**src/rtl/bld_pkg.sv**
```systemverilog
package bld_pkg;

    localparam int unsigned WORD_W = 32;
    localparam int unsigned REG_W  = 4;
    localparam int unsigned IMM_W  = 12;
    localparam int unsigned SH_W   = 2;
    localparam int unsigned KIND_W = 3;
    localparam int unsigned MODE_W = 3;

    typedef enum logic [KIND_W-1:0] {
        K_UNDEF    = 3'd0,
        K_LD_ZX    = 3'd1,
        K_LD_SX    = 3'd2,
        K_LDU_ZX   = 3'd3,
        K_LDU_SX   = 3'd4,
        K_PF_DATA  = 3'd5,
        K_PF_WRITE = 3'd6,
        K_PF_INSN  = 3'd7
    } kind_e;

    typedef enum logic [MODE_W-1:0] {
        AM_NONE    = 3'd0,
        AM_LITERAL = 3'd1,
        AM_IMM     = 3'd2,
        AM_REG     = 3'd3,
        AM_PRE     = 3'd4,
        AM_POST    = 3'd5
    } amode_e;

    typedef struct packed {
        kind_e              kind;
        amode_e             mode;
        logic [REG_W-1:0]   base;
        logic [REG_W-1:0]   dest;
        logic [REG_W-1:0]   index;
        logic               add;
        logic               wback;
        logic [IMM_W-1:0]   imm;
        logic [SH_W-1:0]    shamt;
    } dec_t;

    localparam int unsigned DEC_W = $bits(dec_t);

endpackage

```
**src/rtl/bld_classify.sv**
```systemverilog
module bld_classify
    import bld_pkg::*;
(
    input  logic [WORD_W-1:0] word,
    output dec_t              dec
);
    localparam logic [REG_W-1:0] PC_IDX   = REG_W'((1 << REG_W) - 1);
    localparam int unsigned      NARROW_W = 8;

    logic [1:0]          grp;
    logic [5:0]          sub;
    logic [2:0]          pwb;
    logic                base_pc;
    logic                dest_pc;
    logic [IMM_W-1:0]    imm_wide;
    logic [IMM_W-1:0]    imm_narrow;
    logic                unused_bits;

    assign grp        = word[24:23];
    assign sub        = word[11:6];
    assign pwb        = word[10:8];
    assign base_pc    = (word[19:16] == PC_IDX);
    assign dest_pc    = (word[15:12] == PC_IDX);
    assign imm_wide   = word[IMM_W-1:0];
    assign imm_narrow = IMM_W'(word[NARROW_W-1:0]);
    assign unused_bits = ^{word[31:25], word[22], word[20]};

    always_comb begin
        dec        = '0;
        dec.kind   = K_UNDEF;
        dec.mode   = AM_NONE;
        dec.base   = word[19:16];
        dec.dest   = word[15:12];
        dec.index  = word[3:0];
        if (base_pc) begin
            dec.mode = AM_LITERAL;
            dec.add  = word[23];
            dec.imm  = imm_wide;
            if (dest_pc) dec.kind = grp[1] ? K_PF_INSN : K_PF_DATA;
            else         dec.kind = grp[1] ? K_LD_SX   : K_LD_ZX;
        end else if (dest_pc) begin
            if (grp[0]) begin
                dec.kind = grp[1] ? K_PF_INSN : (word[21] ? K_PF_WRITE : K_PF_DATA);
                dec.mode = AM_IMM;
                dec.add  = 1'b1;
                dec.imm  = imm_wide;
            end else if (sub == 6'd0) begin
                dec.kind  = grp[1] ? K_PF_INSN : (word[21] ? K_PF_WRITE : K_PF_DATA);
                dec.mode  = AM_REG;
                dec.add   = 1'b1;
                dec.shamt = word[5:4];
            end else if (sub[5:2] == 4'hC) begin
                dec.kind = grp[1] ? K_PF_INSN : (word[21] ? K_PF_WRITE : K_PF_DATA);
                dec.mode = AM_IMM;
                dec.add  = 1'b0;
                dec.imm  = imm_narrow;
            end
        end else begin
            if (grp[0]) begin
                dec.kind = grp[1] ? K_LD_SX : K_LD_ZX;
                dec.mode = AM_IMM;
                dec.add  = 1'b1;
                dec.imm  = imm_wide;
            end else if (sub == 6'd0) begin
                dec.kind  = grp[1] ? K_LD_SX : K_LD_ZX;
                dec.mode  = AM_REG;
                dec.add   = 1'b1;
                dec.shamt = word[5:4];
            end else if (sub[5:2] == 4'hE) begin
                dec.kind = grp[1] ? K_LDU_SX : K_LDU_ZX;
                dec.mode = AM_IMM;
                dec.add  = 1'b1;
                dec.imm  = imm_narrow;
            end else if ((sub[5] && sub[2]) || (sub[5:2] == 4'hC)) begin
                case (pwb)
                    3'd1, 3'd3: begin
                        dec.kind  = grp[1] ? K_LD_SX : K_LD_ZX;
                        dec.mode  = AM_POST;
                        dec.add   = pwb[1];
                        dec.wback = 1'b1;
                        dec.imm   = imm_narrow;
                    end
                    3'd4: begin
                        dec.kind  = grp[1] ? K_LD_SX : K_LD_ZX;
                        dec.mode  = AM_IMM;
                        dec.add   = 1'b0;
                        dec.imm   = imm_narrow;
                    end
                    3'd5, 3'd7: begin
                        dec.kind  = grp[1] ? K_LD_SX : K_LD_ZX;
                        dec.mode  = AM_PRE;
                        dec.add   = pwb[1];
                        dec.wback = 1'b1;
                        dec.imm   = imm_narrow;
                    end
                    default: ;
                endcase
            end
        end
    end

endmodule

```
**src/rtl/bld_hold_reg.sv**
```systemverilog
module bld_hold_reg #(
    parameter int unsigned DATA_W = 8
) (
    input  logic              clk,
    input  logic              rst,
    input  logic              up_valid,
    output logic              up_ready,
    input  logic [DATA_W-1:0] up_data,
    output logic              dn_valid,
    input  logic              dn_ready,
    output logic [DATA_W-1:0] dn_data
);
    typedef enum logic [0:0] {
        ST_EMPTY = 1'b0,
        ST_FULL  = 1'b1
    } hold_state_e;

    hold_state_e       state_q;
    hold_state_e       state_d;
    logic              take;
    logic [DATA_W-1:0] data_q;

    assign up_ready = (state_q == ST_EMPTY) || dn_ready;
    assign take     = up_valid && up_ready;

    always_comb begin
        state_d = state_q;
        unique case (state_q)
            ST_EMPTY: if (take) state_d = ST_FULL;              // LOAD, else IDLE
            ST_FULL:  if (dn_ready && !take) state_d = ST_EMPTY; // DRAIN, else HOLD/REFILL
            default:  state_d = ST_EMPTY;
        endcase
    end

    always_ff @(posedge clk) begin
        if (rst) state_q <= ST_EMPTY;
        else     state_q <= state_d;
    end

    always_ff @(posedge clk) begin
        if (take) data_q <= up_data;
    end

    assign dn_valid = (state_q == ST_FULL);
    assign dn_data  = data_q;


    accept_chk: assert property (@(posedge clk) disable iff (rst)
        up_valid && up_ready |=> dn_valid && (dn_data == $past(up_data)));


    hold_chk: assert property (@(posedge clk) disable iff (rst)
        dn_valid && !dn_ready |=> dn_valid && $stable(dn_data));

endmodule

```
**src/rtl/byte_load_decoder.sv**
```systemverilog
module byte_load_decoder
    import bld_pkg::*;
(
    input  logic              clk,
    input  logic              rst,
    input  logic              in_valid,
    output logic              in_ready,
    input  logic [WORD_W-1:0] in_word,
    input  logic              out_ready,
    output logic              out_valid,
    output logic [KIND_W-1:0] out_kind,
    output logic [MODE_W-1:0] out_mode,
    output logic [REG_W-1:0]  out_base,
    output logic [REG_W-1:0]  out_dest,
    output logic [REG_W-1:0]  out_index,
    output logic              out_add,
    output logic              out_wback,
    output logic [IMM_W-1:0]  out_imm,
    output logic [SH_W-1:0]   out_shamt
);
    localparam logic [REG_W-1:0] PC_IDX = REG_W'((1 << REG_W) - 1);

    dec_t             dec_now;
    logic [DEC_W-1:0] held_bits;
    dec_t             held;

    bld_classify u_classify (
        .word (in_word),
        .dec  (dec_now)
    );

    bld_hold_reg #(.DATA_W(DEC_W)) u_hold (
        .clk      (clk),
        .rst      (rst),
        .up_valid (in_valid),
        .up_ready (in_ready),
        .up_data  (dec_now),
        .dn_valid (out_valid),
        .dn_ready (out_ready),
        .dn_data  (held_bits)
    );

    assign held      = dec_t'(held_bits);
    assign out_kind  = held.kind;
    assign out_mode  = held.mode;
    assign out_base  = held.base;
    assign out_dest  = held.dest;
    assign out_index = held.index;
    assign out_add   = held.add;
    assign out_wback = held.wback;
    assign out_imm   = held.imm;
    assign out_shamt = held.shamt;


    pref_nowb_chk: assert property (@(posedge clk) disable iff (rst)
        out_valid && (out_kind >= KIND_W'(K_PF_DATA)) |-> !out_wback);


    post_wb_chk: assert property (@(posedge clk) disable iff (rst)
        out_valid && (out_mode == MODE_W'(AM_POST)) |-> out_wback);


    literal_base_chk: assert property (@(posedge clk) disable iff (rst)
        out_valid && (out_mode == MODE_W'(AM_LITERAL)) |-> (out_base == PC_IDX) && !out_wback);


    undef_quiet_chk: assert property (@(posedge clk) disable iff (rst)
        out_valid && (out_kind == KIND_W'(K_UNDEF)) |->
        (out_mode == MODE_W'(AM_NONE)) && !out_add && !out_wback && (out_imm == '0) && (out_shamt == '0));

endmodule

```
**config.mk**
```make
export PLATFORM = sky130hd
export DESIGN_NAME = byte_load_decoder
export DESIGN_NICKNAME = d
export VERILOG_FILES = /design/src/rtl/bld_pkg.sv /design/src/rtl/bld_classify.sv /design/src/rtl/bld_hold_reg.sv /design/src/rtl/byte_load_decoder.sv
export SDC_FILE = /design/constraint.sdc
export NUM_CORES = 1
export LEC_CHECK = 0
export CORE_ASPECT_RATIO = 0.6
export CORE_MARGIN = 2
export CORE_UTILIZATION = 37
export DETAILED_ROUTE_END_ITERATION = 12
export GPL_TIMING_DRIVEN = 0
export PLACE_DENSITY = 0.76
export SETUP_SLACK_MARGIN = 0.1
export SKIP_LAST_GASP = 1
export SYNTH_ARGS = -nofsm -noshare
export SYNTH_HDL_FRONTEND = slang
export SYNTH_HIERARCHICAL = 1
export SYNTH_SLANG_ARGS = --single-unit
```
**constraint.sdc**
```tcl
create_clock -name clk -period 1.5 [get_ports clk]
set_input_delay 0.3 -clock clk [delete_from_list [all_inputs] [get_ports clk]]
set_output_delay 0.3 -clock clk [all_outputs]
set_load 0.05 [all_outputs]
```
* Yosys cells after proc, flatten, opt, wreduce, memory -nomap -nowiden
Index checks and enable logic that the tools add are counted.
** Operators by class
- Equality and inequality tests :: 9
- Multiplexer cells :: 40
- Bitwise logic cells :: 2
- Reductions and logical operators :: 12
** Operators with widths (count)
- $mux W12 :: 6
- $mux W6 :: 9
- $mux W14 :: 2
- $pmux W6 S3 :: 1
- $eq A4 B4 Y1 const B :: 4
- $mux W8 :: 2
- $mux W1 :: 11
- $mux W2 :: 5
- $eq A3 B3 Y1 const B :: 3
- $mux W3 :: 3
- $logic_not A6 Y1 :: 1
- $reduce_or A6 Y1 :: 1
- $reduce_or A5 Y1 :: 1
- $reduce_or A2 Y1 :: 2
- $reduce_or A4 Y1 :: 1
- $eq A3 B1 Y1 const B :: 1
- $eq A3 B2 Y1 const B :: 1
- $logic_and A1 B1 Y1 :: 3
- $logic_or A1 B1 Y1 :: 2
- $not A1 Y1 :: 2
- $pmux W1 S2 :: 1
- $logic_not A1 Y1 :: 1
** Word-level totals
- Register bits after elaboration :: 35
- Bits of input ports :: 36
- Output and inout bits :: 36
- Word-level logic and storage cells :: 67

* Longest topological paths before layout
Gate-level depths: netlist of the first run.
- Word-level depth :: 9
- Mapped depth :: 4
- Gate-level depth less buffers :: 4

* Cells and area by module
The synthesis of the first run kept the hierarchy.
** Modules (own cells, without submodules)
- bld_hold_reg :: instances 1, cells an instance 39, area each 1076.0 um^2
- bld_classify :: instances 1, cells an instance 67, area each 480.5 um^2

* Worst setup path after synthesis of the first run
Ideal clock, no wire load.
- Path kind :: reg-to-reg
- Start point :: reg u_hold.state_q, in the netlist u_hold/dn_valid
- End point :: reg u_hold.data_q[0], in the netlist u_hold/dn_data[0], enable pin
- Library setup time :: 0.282 ns
- Data arrival time :: 1.206 ns
- Required time :: 1.218 ns
- Path slack :: 0.013 ns
- Stages on the path, launching flop included :: 3
- Cells stage by stage :: dfxtp_1 -> nand2b_4 -> and2_4
** On the way
- Cells in the longest elaborated chain, start to end :: 3
** Ends and longest elaborated chain
- start: declaration :: RTL line bld_hold_reg.sv:18 : hold_state_e state_q;
- start signal: assignment :: RTL line bld_hold_reg.sv:37 : else state_q <= state_d;
- $not A1 Y1 :: RTL line bld_hold_reg.sv:23 : assign up_ready = (state_q == ST_EMPTY) || dn_ready;
- $logic_or A1 B1 Y1 :: RTL line bld_hold_reg.sv:23
- named net in_ready :: RTL line byte_load_decoder.sv:7 : output logic in_ready,
- $logic_and A1 B1 Y1 :: RTL line bld_hold_reg.sv:24 : assign take = up_valid && up_ready;
- named net u_hold.take :: RTL line bld_hold_reg.sv:20 : logic take;
- end signal: assignment :: RTL line bld_hold_reg.sv:41 : if (take) data_q <= up_data;
- end: declaration :: RTL line bld_hold_reg.sv:21 : logic [DATA_W-1:0] data_q;
The timed path passes the listed nets, and every way through them passes these cells.
A chain may end at the register's enable or synchronous reset.

==> impl_metrics.py, run 1 <==
metrics = {
    "finish": {
        "final_core_util_pct": 59.6,
        "antenna-diode-count": 0,
        "leading_cell_types_in_the_layout_fill_and_taps_excluded": "sky130_fd_sc_hd__clkdlybuf4s15_2, sky130_fd_sc_hd__edfxtp_1, sky130_fd_sc_hd__buf_4",
        "layout.cells.most_common": "sky130_fd_sc_hd__clkdlybuf4s15_2",
        "area_growth_pct": 56.1,
        "nNetsFinal": 219,
        "layout_cells_sized_above_1_pct": 46.4,
    },
    "detailed_routing": {
        "drt_wl_total_um": 3530,
        "viasPerCell": 4.69,
        "first_iter_violations": 47,
        "antenna_violation_net_count_after_detailed_routing": 0,
        "routedWlPerCell_um": 14.5,
        "drt_pre_antenna_iters": 4,
        "drc": 0,
        "vias_after_detailed_routing": 1139,
    },
    "power_and_ir_drop": {
        "power.leakage_nw": 0.940,
        "vdd_drop_max_mv": 0.546,
        "power.density_cell_area_mw_per_mm2": 958,
        "total_power_consumption_mw": 2.33,
    },
    "logic_synthesis": {
        "number_of_distinct_library_cells_after_synthesis": 34,
        "syn-mean-instance-area_um2": 14.7,
        "synth_nets": 142,
        "syn_area_mm2": 0.00156,
        "netlist_top_cells_area": "sky130_fd_sc_hd__edfxtp_1, sky130_fd_sc_hd__buf_4, sky130_fd_sc_hd__and2_1",
        "post-synth-top-area-cell": "sky130_fd_sc_hd__edfxtp_1",
        "postSynthRegisterBits": 35,
        "syn-instance-count": 106,
        "synthesis.yosys.warnings": 6,
        "synth_largest_type_area_fraction_pct": 65.6,
        "ys_seq_area_share_pct": 66.9,
    },
    "timing": {
        "timing.hold.ws_ns": 0.365,
        "grt_setup_unrepaired": "true",
        "maxSlewHeadroom_pct": 73.0,
        "min_period_ns": 1.39,
        "report.final.slew_viol_count": 0,
        "worst_clock_skew_ns": 0.00362,
        "setup_viol": 0,
        "fin_tns_setup_ns": 0,
        "worst_pin_slew_ns": 0.401,
        "period_share_pct": 92.9,
        "report.final.hold_viol_count": 0,
        "achievable_frequency_mhz": 718,
        "timing.final.ws_setup_ns": 0.107,
    },
    "setup_path": {
        "setup.worst_path.start_class": "input port",
        "crit_path_max_incr_delay_ns": 0.27,
        "highest_fanout_seen_on_the_critical_path": 7,
        "worstPathRequired_ns": 1.53,
        "worst_path_cell_trace": "clkdlybuf4s15_2, and4bb_1, a211oi_2, o21ai_0, mux2_2",
        "crit_type": "input port to flip-flop",
        "cell_depth_of_the_worst_flop_to_flop_path": 2,
        "critPathCaptureType": "flip-flop",
        "timing.critical_path.slowest_stage_cell": "sky130_fd_sc_hd__mux2_2",
        "worst_path_arrival_time_ns": 1.42,
    },
    "clocking": {
        "cts-root-to-sink-buffers": 2,
        "clk-insertion-delay-late_ns": 0.28,
        "cts.root.buffer_cell": "sky130_fd_sc_hd__clkbuf_8",
        "cts.sinks": 35,
        "cts_buffers": 5,
        "cts_tree": "done",
        "cts.reportedPaths.clkPinSlew_ns": 0.07,
        "cts_hold_repair_buffers": 0,
        "cts.htree.levels": 2,
    },
    "worst_hold_path": {
        "hold_path_class": "input port to flip-flop",
        "whs_path_depth": 2,
    },
    "floorplanning": {
        "io_pins": 72,
        "fp.dieArea_mm2": 0.00476,
        "design.core.area_mm2": 0.00408,
        "initial_core_util_pct": 38.2,
        "chipWidth_um": 87.7,
        "die-height_um": 54.2,
        "row_count": 18,
    },
    "placed_design": {
        "final_wtd_congestion": 0.765,
        "port-buffer-count": 62,
        "dpl_worst_slack_ns": -0.580,
    },
    "run": {
        "max_cap_violations": 0,
    },
    "outcome": {
        "outcome": "finished, final reports clean",
    },
    "global_route": {
        "globalRouteOverflowTotal": 0,
        "track_usage_pct": 15.6,
        "grt_pass1_vias": 1085,
        "maximum_number_of_pins_on_one_net_before_global_route_repair": 18,
        "global_route_wire_length_before_repair_um": 5330,
        "initial_antenna_violation_count": 0,
    },
}
[synth_stat cells (all sizes together)]
| master | number |
|---|---|
| o21a | 2 |
| a211oi | 1 |
| and4bb | 1 |
| nor3 | 2 |
| a21o | 1 |
| nand4 | 2 |
| nand3b | 2 |
| and4 | 1 |
| dfxtp | 1 |
| nand2 | 4 |
| a21oi | 3 |
| and4b | 1 |
| a311oi | 1 |
| nand3 | 3 |
| edfxtp | 34 |
| buf | 12 |
| and3 | 2 |
| nor4 | 1 |
| and2b | 1 |
| nor2b | 4 |
| nand2b | 1 |
| a31oi | 1 |
| and2 | 11 |
| nor3b | 1 |
| inv | 1 |
| nand4bb | 1 |
| nor2 | 4 |
| mux2 | 1 |
| o21ai | 6 |
[routing by layer]
metal | vias up | track usage (%) | part of all wire, %
li1 | 539 | - | -
met5 | - | 0 | 0
met4 | 0 | 4.62 | 0.40
met2 | 60 | 25.9 | 48
met3 | 3 | 5.88 | 9.1
met1 | 537 | 19.4 | 43
[kinds of logic (layout without fill, tap and decap cells)]
kind of cell,after synthesis,in the layout,synth area share [%]
AND/OR/NAND/NOR,42,43,19.4
flip-flops,35,35,66.9
AO/OA/AOI/OAI,15,15,6.99
buffers and inverters,13,89,6.03
multiplexers,1,1,0.723
[where the power goes]
group	total, mW	switching [mW]	internal (mW)	leakage, nW
combinational	0.546	0.349	0.197	0.556
sequential	1.17	0.0188	1.15	0.342
clock	0.614	0.305	0.308	0.0414
total	2.33	0.673	1.65	0.940
[layout make-up]
type / count / area (um2)
fillers: 338 / 1650
flip-flops and latches: 35 / 1040
repair buffers: 69 / 683
multi-input cells: 59 / 458
plain buffers: 12 / 90.1
well taps: 60 / 75.1
clock buffers: 5 / 68.8
clock inverters: 2 / 8.76
inverters: 1 / 3.75
[through the flow]
step | std cells | cell area, um2
after floorplan | 106 | 1560
after global placement | 228 | 2260
after detailed placement | 228 | 2260
after CTS | 243 | 2430
after global routing | 243 | 2430
final | 243 | 2430
[worst max-delay path: cells and delay by family]
family / cells / cell delay (ns)
buffers and inverters: 1 / 0.23
multiplexers: 1 / 0.27
AO/OA/AOI/OAI: 2 / 0.38
AND/OR/NAND/NOR: 1 / 0.23
[final timing paths]
path | from | endpoint | slack [ns]
setup / recovery | in_word[9] | u_hold/dn_data[31]$_DFFE_PP_ | 0.11
hold / removal | in_word[7] | u_hold/dn_data[9]$_DFFE_PP_ | 0.36
setup reg to reg | u_hold/dn_valid$_SDFF_PP0_ | u_hold/dn_data[4]$_DFFE_PP_ | 0.45
hold reg to reg | u_hold/dn_valid$_SDFF_PP0_ | u_hold/dn_valid$_SDFF_PP0_ | 0.51
[flip-flops by register name, summed over array words and instances, names as in the netlist]
signal and count:
u_hold/dn_data 34, u_hold/dn_valid 1
[what timing repair did]
item | in CTS | in global routing
setup buffers | 7 | 0
cloned | 1 | 0
gates resized for setup | 137 | 9
pin swaps | 6 | 3
setup endpoints to repair | 87 | 25
No activity file was read; power rests on OpenSTA's default activity.
==> run 2: changes to the inputs <==
Settings changed: CAP_MARGIN set to 20, CORE_UTILIZATION 37 to 55, DONT_BUFFER_PORTS set to 1, PLACE_DENSITY 0.76 to 0.73, SKIP_LAST_GASP 1 to unset.
==> run 2 against run 1 <==
Effect of this change: clock skew fell by 0.0024 ns; via count down 23%; largest cell class unchanged; sequential power rose by 19%; global-route usage rose by 2.8 points; sequential share of layout area increased by 19 points; cell count fell by 40%; sequential cell count did not move; first-iteration DRC count grew 36%; count of clock-buffer cells in the layout up 2; non-clock buffer count shrank 69; cell area decreased by 30%; critical endpoint is now in_ready; core utilization up 5.6 points.
==> impl_metrics.py, run 2 (synthesized netlist as in run 1, its figures left out) <==
metrics = {
    "power_and_ir_drop": {
        "share_seq_of_total_power_pct": 64.5,
        "power.density_cell_area_mw_per_mm2": 1280,
        "share_comb_of_total_power_pct": 6.3,
        "power.leakage_nw": 0.608,
        "clk_pwr_share_pct": 29.2,
        "net-switching-power_mw": 0.612,
        "vdd_drop_max_mv": 0.584,
        "p_sw_share_pct": 28.3,
        "internal_mw": 1.55,
    },
    "floorplanning": {
        "chipWidth_um": 72.7,
        "design.core.area_mm2": 0.00259,
        "initial_core_util_pct": 60.0,
        "io_pins": 72,
        "fp.dieArea_mm2": 0.00329,
        "die-height_um": 45.2,
        "row_count": 14,
    },
    "run": {
        "max_cap_violations": 0,
    },
    "timing": {
        "worst_pin_slew_ns": 0.479,
        "grt_setup_unrepaired": "false",
        "period_share_pct": 86.4,
        "timing.hold.ws_ns": 0.0627,
        "setup_viol": 0,
        "worst_clock_skew_ns": 0.00126,
        "fin_tns_setup_ns": 0,
        "min_period_ns": 1.30,
        "achievable_frequency_mhz": 772,
        "report.final.slew_viol_count": 0,
        "maxSlewHeadroom_pct": 68.2,
        "report.final.hold_viol_count": 0,
    },
    "clocking": {
        "cts_hold_repair_buffers": 0,
        "cts_tree": "done",
        "cts.root.buffer_cell": "sky130_fd_sc_hd__clkbuf_8",
        "cts.reportedPaths.clkPinSlew_ns": 0.06,
        "cts_buffers": 5,
        "cts-root-to-sink-buffers": 2,
        "buffers_inserted_during_post_cts_setup_optimization": 0,
        "cts_repair_resize_count": 1,
        "cts.htree.levels": 2,
        "clk-insertion-delay-late_ns": 0.28,
        "cts.sinks": 35,
    },
    "setup_path": {
        "setup.worst_path.start_class": "flip-flop",
        "crit_type": "flip-flop to output port",
        "worst_path_cell_trace": "nand2b_4",
        "timing.critical_path.slowest_stage_cell": "sky130_fd_sc_hd__dfxtp_2",
        "cp_num_buf_inv": 0,
        "worstPathRequired_ns": 1.20,
        "critPathCaptureType": "output port",
        "crit_path_max_incr_delay_ns": 0.51,
        "worst_path_arrival_time_ns": 1.00,
        "worst_path_dominant_cell_family": "flip-flops",
        "highest_fanout_seen_on_the_critical_path": 4,
    },
    "finish": {
        "area_growth_pct": 8.60,
        "nNetsFinal": 150,
        "layout.cells.most_common": "sky130_fd_sc_hd__edfxtp_1",
        "antenna-diode-count": 0,
        "largest_register_ffs": 34,
        "layout.cells.non_filler": 147,
        "leading_cell_types_in_the_layout_fill_and_taps_excluded": "sky130_fd_sc_hd__edfxtp_1, sky130_fd_sc_hd__buf_4, sky130_fd_sc_hd__and2_1",
        "layout_cells_sized_above_1_pct": 30.4,
    },
    "detailed_routing": {
        "drt_wl_total_um": 2690,
        "first_iter_violations": 64,
        "viasPerCell": 5.95,
        "routedWlPerCell_um": 18.3,
        "antenna_violation_net_count_after_detailed_routing": 0,
        "drc": 0,
        "vias_after_detailed_routing": 875,
        "drt_pre_antenna_iters": 4,
    },
    "placed_design": {
        "final_wtd_congestion": 0.748,
        "final_hpwl_dp_um": 1870,
        "port-buffer-count": 0,
        "placedCellCount": 138,
    },
    "global_route": {
        "globalRouteOverflowTotal": 0,
        "grt_pass1_vias": 794,
        "initial_antenna_violation_count": 0,
        "maximum_number_of_pins_on_one_net_before_global_route_repair": 18,
        "global_route_wire_length_before_repair_um": 4080,
        "track_usage_pct": 18.4,
    },
    "outcome": {
        "outcome": "finished, final reports clean",
    },
    "worst_hold_path": {
        "hold_path_class": "input port to flip-flop",
    },
}
==> run 2: cell count changes in the layout (fill, tap and decap cells not counted), sizes merged, moves of 2 or more <==
cell | previous run | this run
clkdlybuf4s15 | 35 | 0
clkdlybuf4s50 | 10 | 0
dlygate4sd2 | 10 | 0
buf | 21 | 12
clkbuf | 9 | 7
==> run 2: power by group through the flow <==
stage,Sequential (mW),Combinational (mW),Clock [mW]
global placement,1.41,0.126,0
detailed placement,1.41,0.132,0
floorplan,1.41,0.112,0
global route,1.40,0.148,0.691
CTS,1.39,0.136,0.652
finish,1.39,0.135,0.631
==> run 2: routing by layer <==
layer | share of wire, % | up-vias | track usage, %
met3 | 13 | 5 | 10.9
met1 | 41 | 413 | 22.7
met5 | 0 | - | 0
met4 | 1.5 | 0 | 11.1
met2 | 44 | 54 | 24.9
li1 | - | 403 | -
==> run 2: cell type report <==
cell class / count / area [um2]
buffer: 12 / 90.1
sequential: 35 / 1040
tap: 32 / 40.0
clock buffer: 7 / 76.3
fill: 198 / 902
inverter: 1 / 3.75
clock inverter: 1 / 5.00
multi-input combinational: 59 / 433
==> run 2: worst register-to-register path: cells and delay by family, from the launching register on <==
family / cells / cell delay [ns]
DFF: 1 / 0.42
and+or+nand+nor: 2 / 0.55
==> run 2: path summary, 6_finish.rpt <==
kind	startpoint	end	slack (ns)	cells after the start
max	u_hold/dn_valid$_SDFF_PP0_	in_ready	0.20	1
min	rst	u_hold/dn_valid$_SDFF_PP0_	0.06	1
max reg2reg	u_hold/dn_valid$_SDFF_PP0_	u_hold/dn_data[8]$_DFFE_PP_	0.21	2
min reg2reg	u_hold/dn_valid$_SDFF_PP0_	u_hold/dn_valid$_SDFF_PP0_	0.75	2
==> run 2: stage by stage <==
| step | area (um2) | setup slack, ns | util (%) | power, mW |
|---|---|---|---|---|
| after floorplan | 1560 | 0.159 | - | 1.52 |
| after global placement | 1600 | 0.0374 | 61.7 | 1.54 |
| after detailed placement | 1600 | 0.0167 | 61.7 | 1.55 |
| after CTS | 1690 | 0.188 | 65.2 | 2.18 |
| after global routing | 1690 | 0.162 | 65.2 | 2.24 |
| final | 1690 | 0.205 | 65.2 | 2.16 |
==> run 3: changes to the inputs <==
Settings changed: HOLD_SLACK_MARGIN set to 0.12.
==> run 3 against run 2 <==
Effect of this change: fmax is the same; clock power about the same; sequential share of layout area decreased by 0.36 points; worst hold slack better by 0.087 ns; critical path depth unchanged; wire length is the same; largest power group unchanged; combinational power barely moved; cell count increased by 0.68%; global-route usage is essentially flat; via count grew 0.23%.
==> impl_metrics.py, run 3 (synthesized netlist as in run 1, its figures left out) <==
metrics = {
    "setup_path": {
        "cp_num_buf_inv": 0,
        "highest_fanout_seen_on_the_critical_path": 4,
        "worst_path_cell_trace": "nand2b_4",
        "crit_path_max_incr_delay_ns": 0.51,
        "worst_path_dominant_cell_family": "flip-flops",
        "worst_path_arrival_time_ns": 1.00,
        "crit_type": "flip-flop to output port",
        "timing.critical_path.slowest_stage_cell": "sky130_fd_sc_hd__dfxtp_2",
        "setup.worst_path.start_class": "flip-flop",
        "worstPathRequired_ns": 1.20,
        "critPathCaptureType": "output port",
    },
    "timing": {
        "grt_setup_unrepaired": "false",
        "setup_viol": 0,
        "min_period_ns": 1.30,
        "timing.final.ws_setup_ns": 0.205,
        "worst_pin_slew_ns": 0.479,
        "worst_clock_skew_ns": 0.00144,
        "period_share_pct": 86.4,
        "report.final.slew_viol_count": 0,
        "report.final.hold_viol_count": 0,
        "maxSlewHeadroom_pct": 68.2,
        "achievable_frequency_mhz": 772,
        "fin_tns_setup_ns": 0,
    },
    "power_and_ir_drop": {
        "power.leakage_nw": 0.612,
        "vdd_drop_max_mv": 0.584,
        "p_sw_share_pct": 28.3,
        "total_power_consumption_mw": 2.16,
        "internal_mw": 1.55,
        "share_comb_of_total_power_pct": 6.4,
        "share_seq_of_total_power_pct": 64.5,
        "clk_pwr_share_pct": 29.2,
        "power.density_cell_area_mw_per_mm2": 1270,
        "net-switching-power_mw": 0.612,
    },
    "floorplanning": {
        "die-height_um": 45.2,
        "design.core.area_mm2": 0.00259,
        "initial_core_util_pct": 60.0,
        "chipWidth_um": 72.7,
        "row_count": 14,
        "fp.dieArea_mm2": 0.00329,
        "io_pins": 72,
    },
    "run": {
        "max_cap_violations": 0,
    },
    "finish": {
        "num-fill-cells": 197,
        "layout_cells_sized_above_1_pct": 30.2,
        "area_growth_pct": 9.24,
        "ff_latch_area_mm2": 0.00104,
        "layout.cell_area.non_filler_mm2": 0.00170,
        "layout.cells.most_common": "sky130_fd_sc_hd__edfxtp_1",
        "multi_input_comb_area_um2": 433,
        "largest_register_ffs": 34,
        "nNetsFinal": 151,
        "leading_cell_types_in_the_layout_fill_and_taps_excluded": "sky130_fd_sc_hd__edfxtp_1, sky130_fd_sc_hd__buf_4, sky130_fd_sc_hd__and2_1",
        "antenna-diode-count": 0,
        "final_core_util_pct": 65.6,
    },
    "global_route": {
        "initial_antenna_violation_count": 0,
        "global_route_wire_length_before_repair_um": 4090,
        "globalRouteOverflowTotal": 0,
        "grt.met2_usage_pct": 24.9,
        "grt_pass1_vias": 797,
        "global_route.peak_usage_layer": "met2",
        "track_usage_pct": 18.5,
        "gr-usage-met3_pct": 10.9,
        "met1_usage_pct": 22.9,
        "maximum_number_of_pins_on_one_net_before_global_route_repair": 18,
    },
    "clocking": {
        "cts.root.buffer_cell": "sky130_fd_sc_hd__clkbuf_8",
        "cts_tree": "done",
        "cts.reportedPaths.clkPinSlew_ns": 0.06,
        "cts.sinks": 35,
        "cts_buffers": 5,
        "cts.htree.levels": 2,
        "buffers_inserted_during_post_cts_setup_optimization": 0,
        "clk-insertion-delay-late_ns": 0.28,
        "cts-root-to-sink-buffers": 2,
    },
    "detailed_routing": {
        "drc": 0,
        "viasPerCell": 5.93,
        "routedWlPerCell_um": 18.2,
        "drt_wl_total_um": 2690,
        "antenna_violation_net_count_after_detailed_routing": 0,
        "vias_after_detailed_routing": 877,
        "drt_pre_antenna_iters": 4,
        "first_iter_violations": 58,
    },
    "placed_design": {
        "dpl_cell_area_mm2": 0.00160,
        "port-buffer-count": 0,
        "dpl_worst_slack_ns": 0.0167,
        "final_wtd_congestion": 0.748,
        "final_hpwl_dp_um": 1870,
    },
    "outcome": {
        "outcome": "finished, final reports clean",
    },
    "worst_hold_path": {
        "hold_path_class": "input port to flip-flop",
    },
}
==> run 3: worst paths after layout <==
kind                            depth (start not counted)  slack, ns                           to                  startpoint
worst max-delay path                                    1       0.20                     in_ready  u_hold/dn_valid$_SDFF_PP0_
worst min-delay path                                    2       0.15   u_hold/dn_valid$_SDFF_PP0_                    in_valid
worst max register to register                          2       0.21  u_hold/dn_data[8]$_DFFE_PP_  u_hold/dn_valid$_SDFF_PP0_
worst min register to register                          2       0.75   u_hold/dn_valid$_SDFF_PP0_  u_hold/dn_valid$_SDFF_PP0_
==> run 3: per-layer routing <==
| metal | vias up | routed length (um) |
|---|---|---|
| met5 | - | 0 |
| met4 | 0 | 40 |
| met3 | 5 | 358 |
| met2 | 54 | 1200 |
| met1 | 413 | 1100 |
| li1 | 405 | - |
==> run 3: per-stage QoR <==
step                      hold slack (ns)  std cells
after floorplan                     0.355        106
after global placement              0.356        138
after detailed placement            0.359        138
after CTS                           0.146        148
after global routing                0.150        148
final                               0.150        148
==> run 3: repair_timing <==
| action | 4_1_cts | 5_1_grt |
|---|---|---|
| resized for setup | 1 | 0 |
| hold buffers | 1 | 0 |
| endpoints found under the hold margin | 1 | 0 |
| setup endpoints to repair | 34 | 0 |
==> run 3: cell type report <==
| class | instances | area share (%) |
|---|---|---|
| clock buffers | 7 | 4.49 |
| well taps | 32 | 2.35 |
| inverters | 1 | 0.221 |
| plain buffers | 12 | 5.30 |
| repair buffers | 1 | 0.589 |
| clock inverters | 1 | 0.294 |
| flip-flops and latches | 35 | 61.3 |
| multi-input cells | 59 | 25.5 |
==> run 3: power groups by stage <==
stage                     Combinational (mW)  Sequential [mW]  Clock [mW]
after floorplan                        0.112             1.41           0
after global placement                 0.126             1.41           0
after detailed placement               0.132             1.41           0
after CTS                              0.138             1.39       0.652
after global routing                   0.151             1.40       0.691
final                                  0.137             1.39       0.630
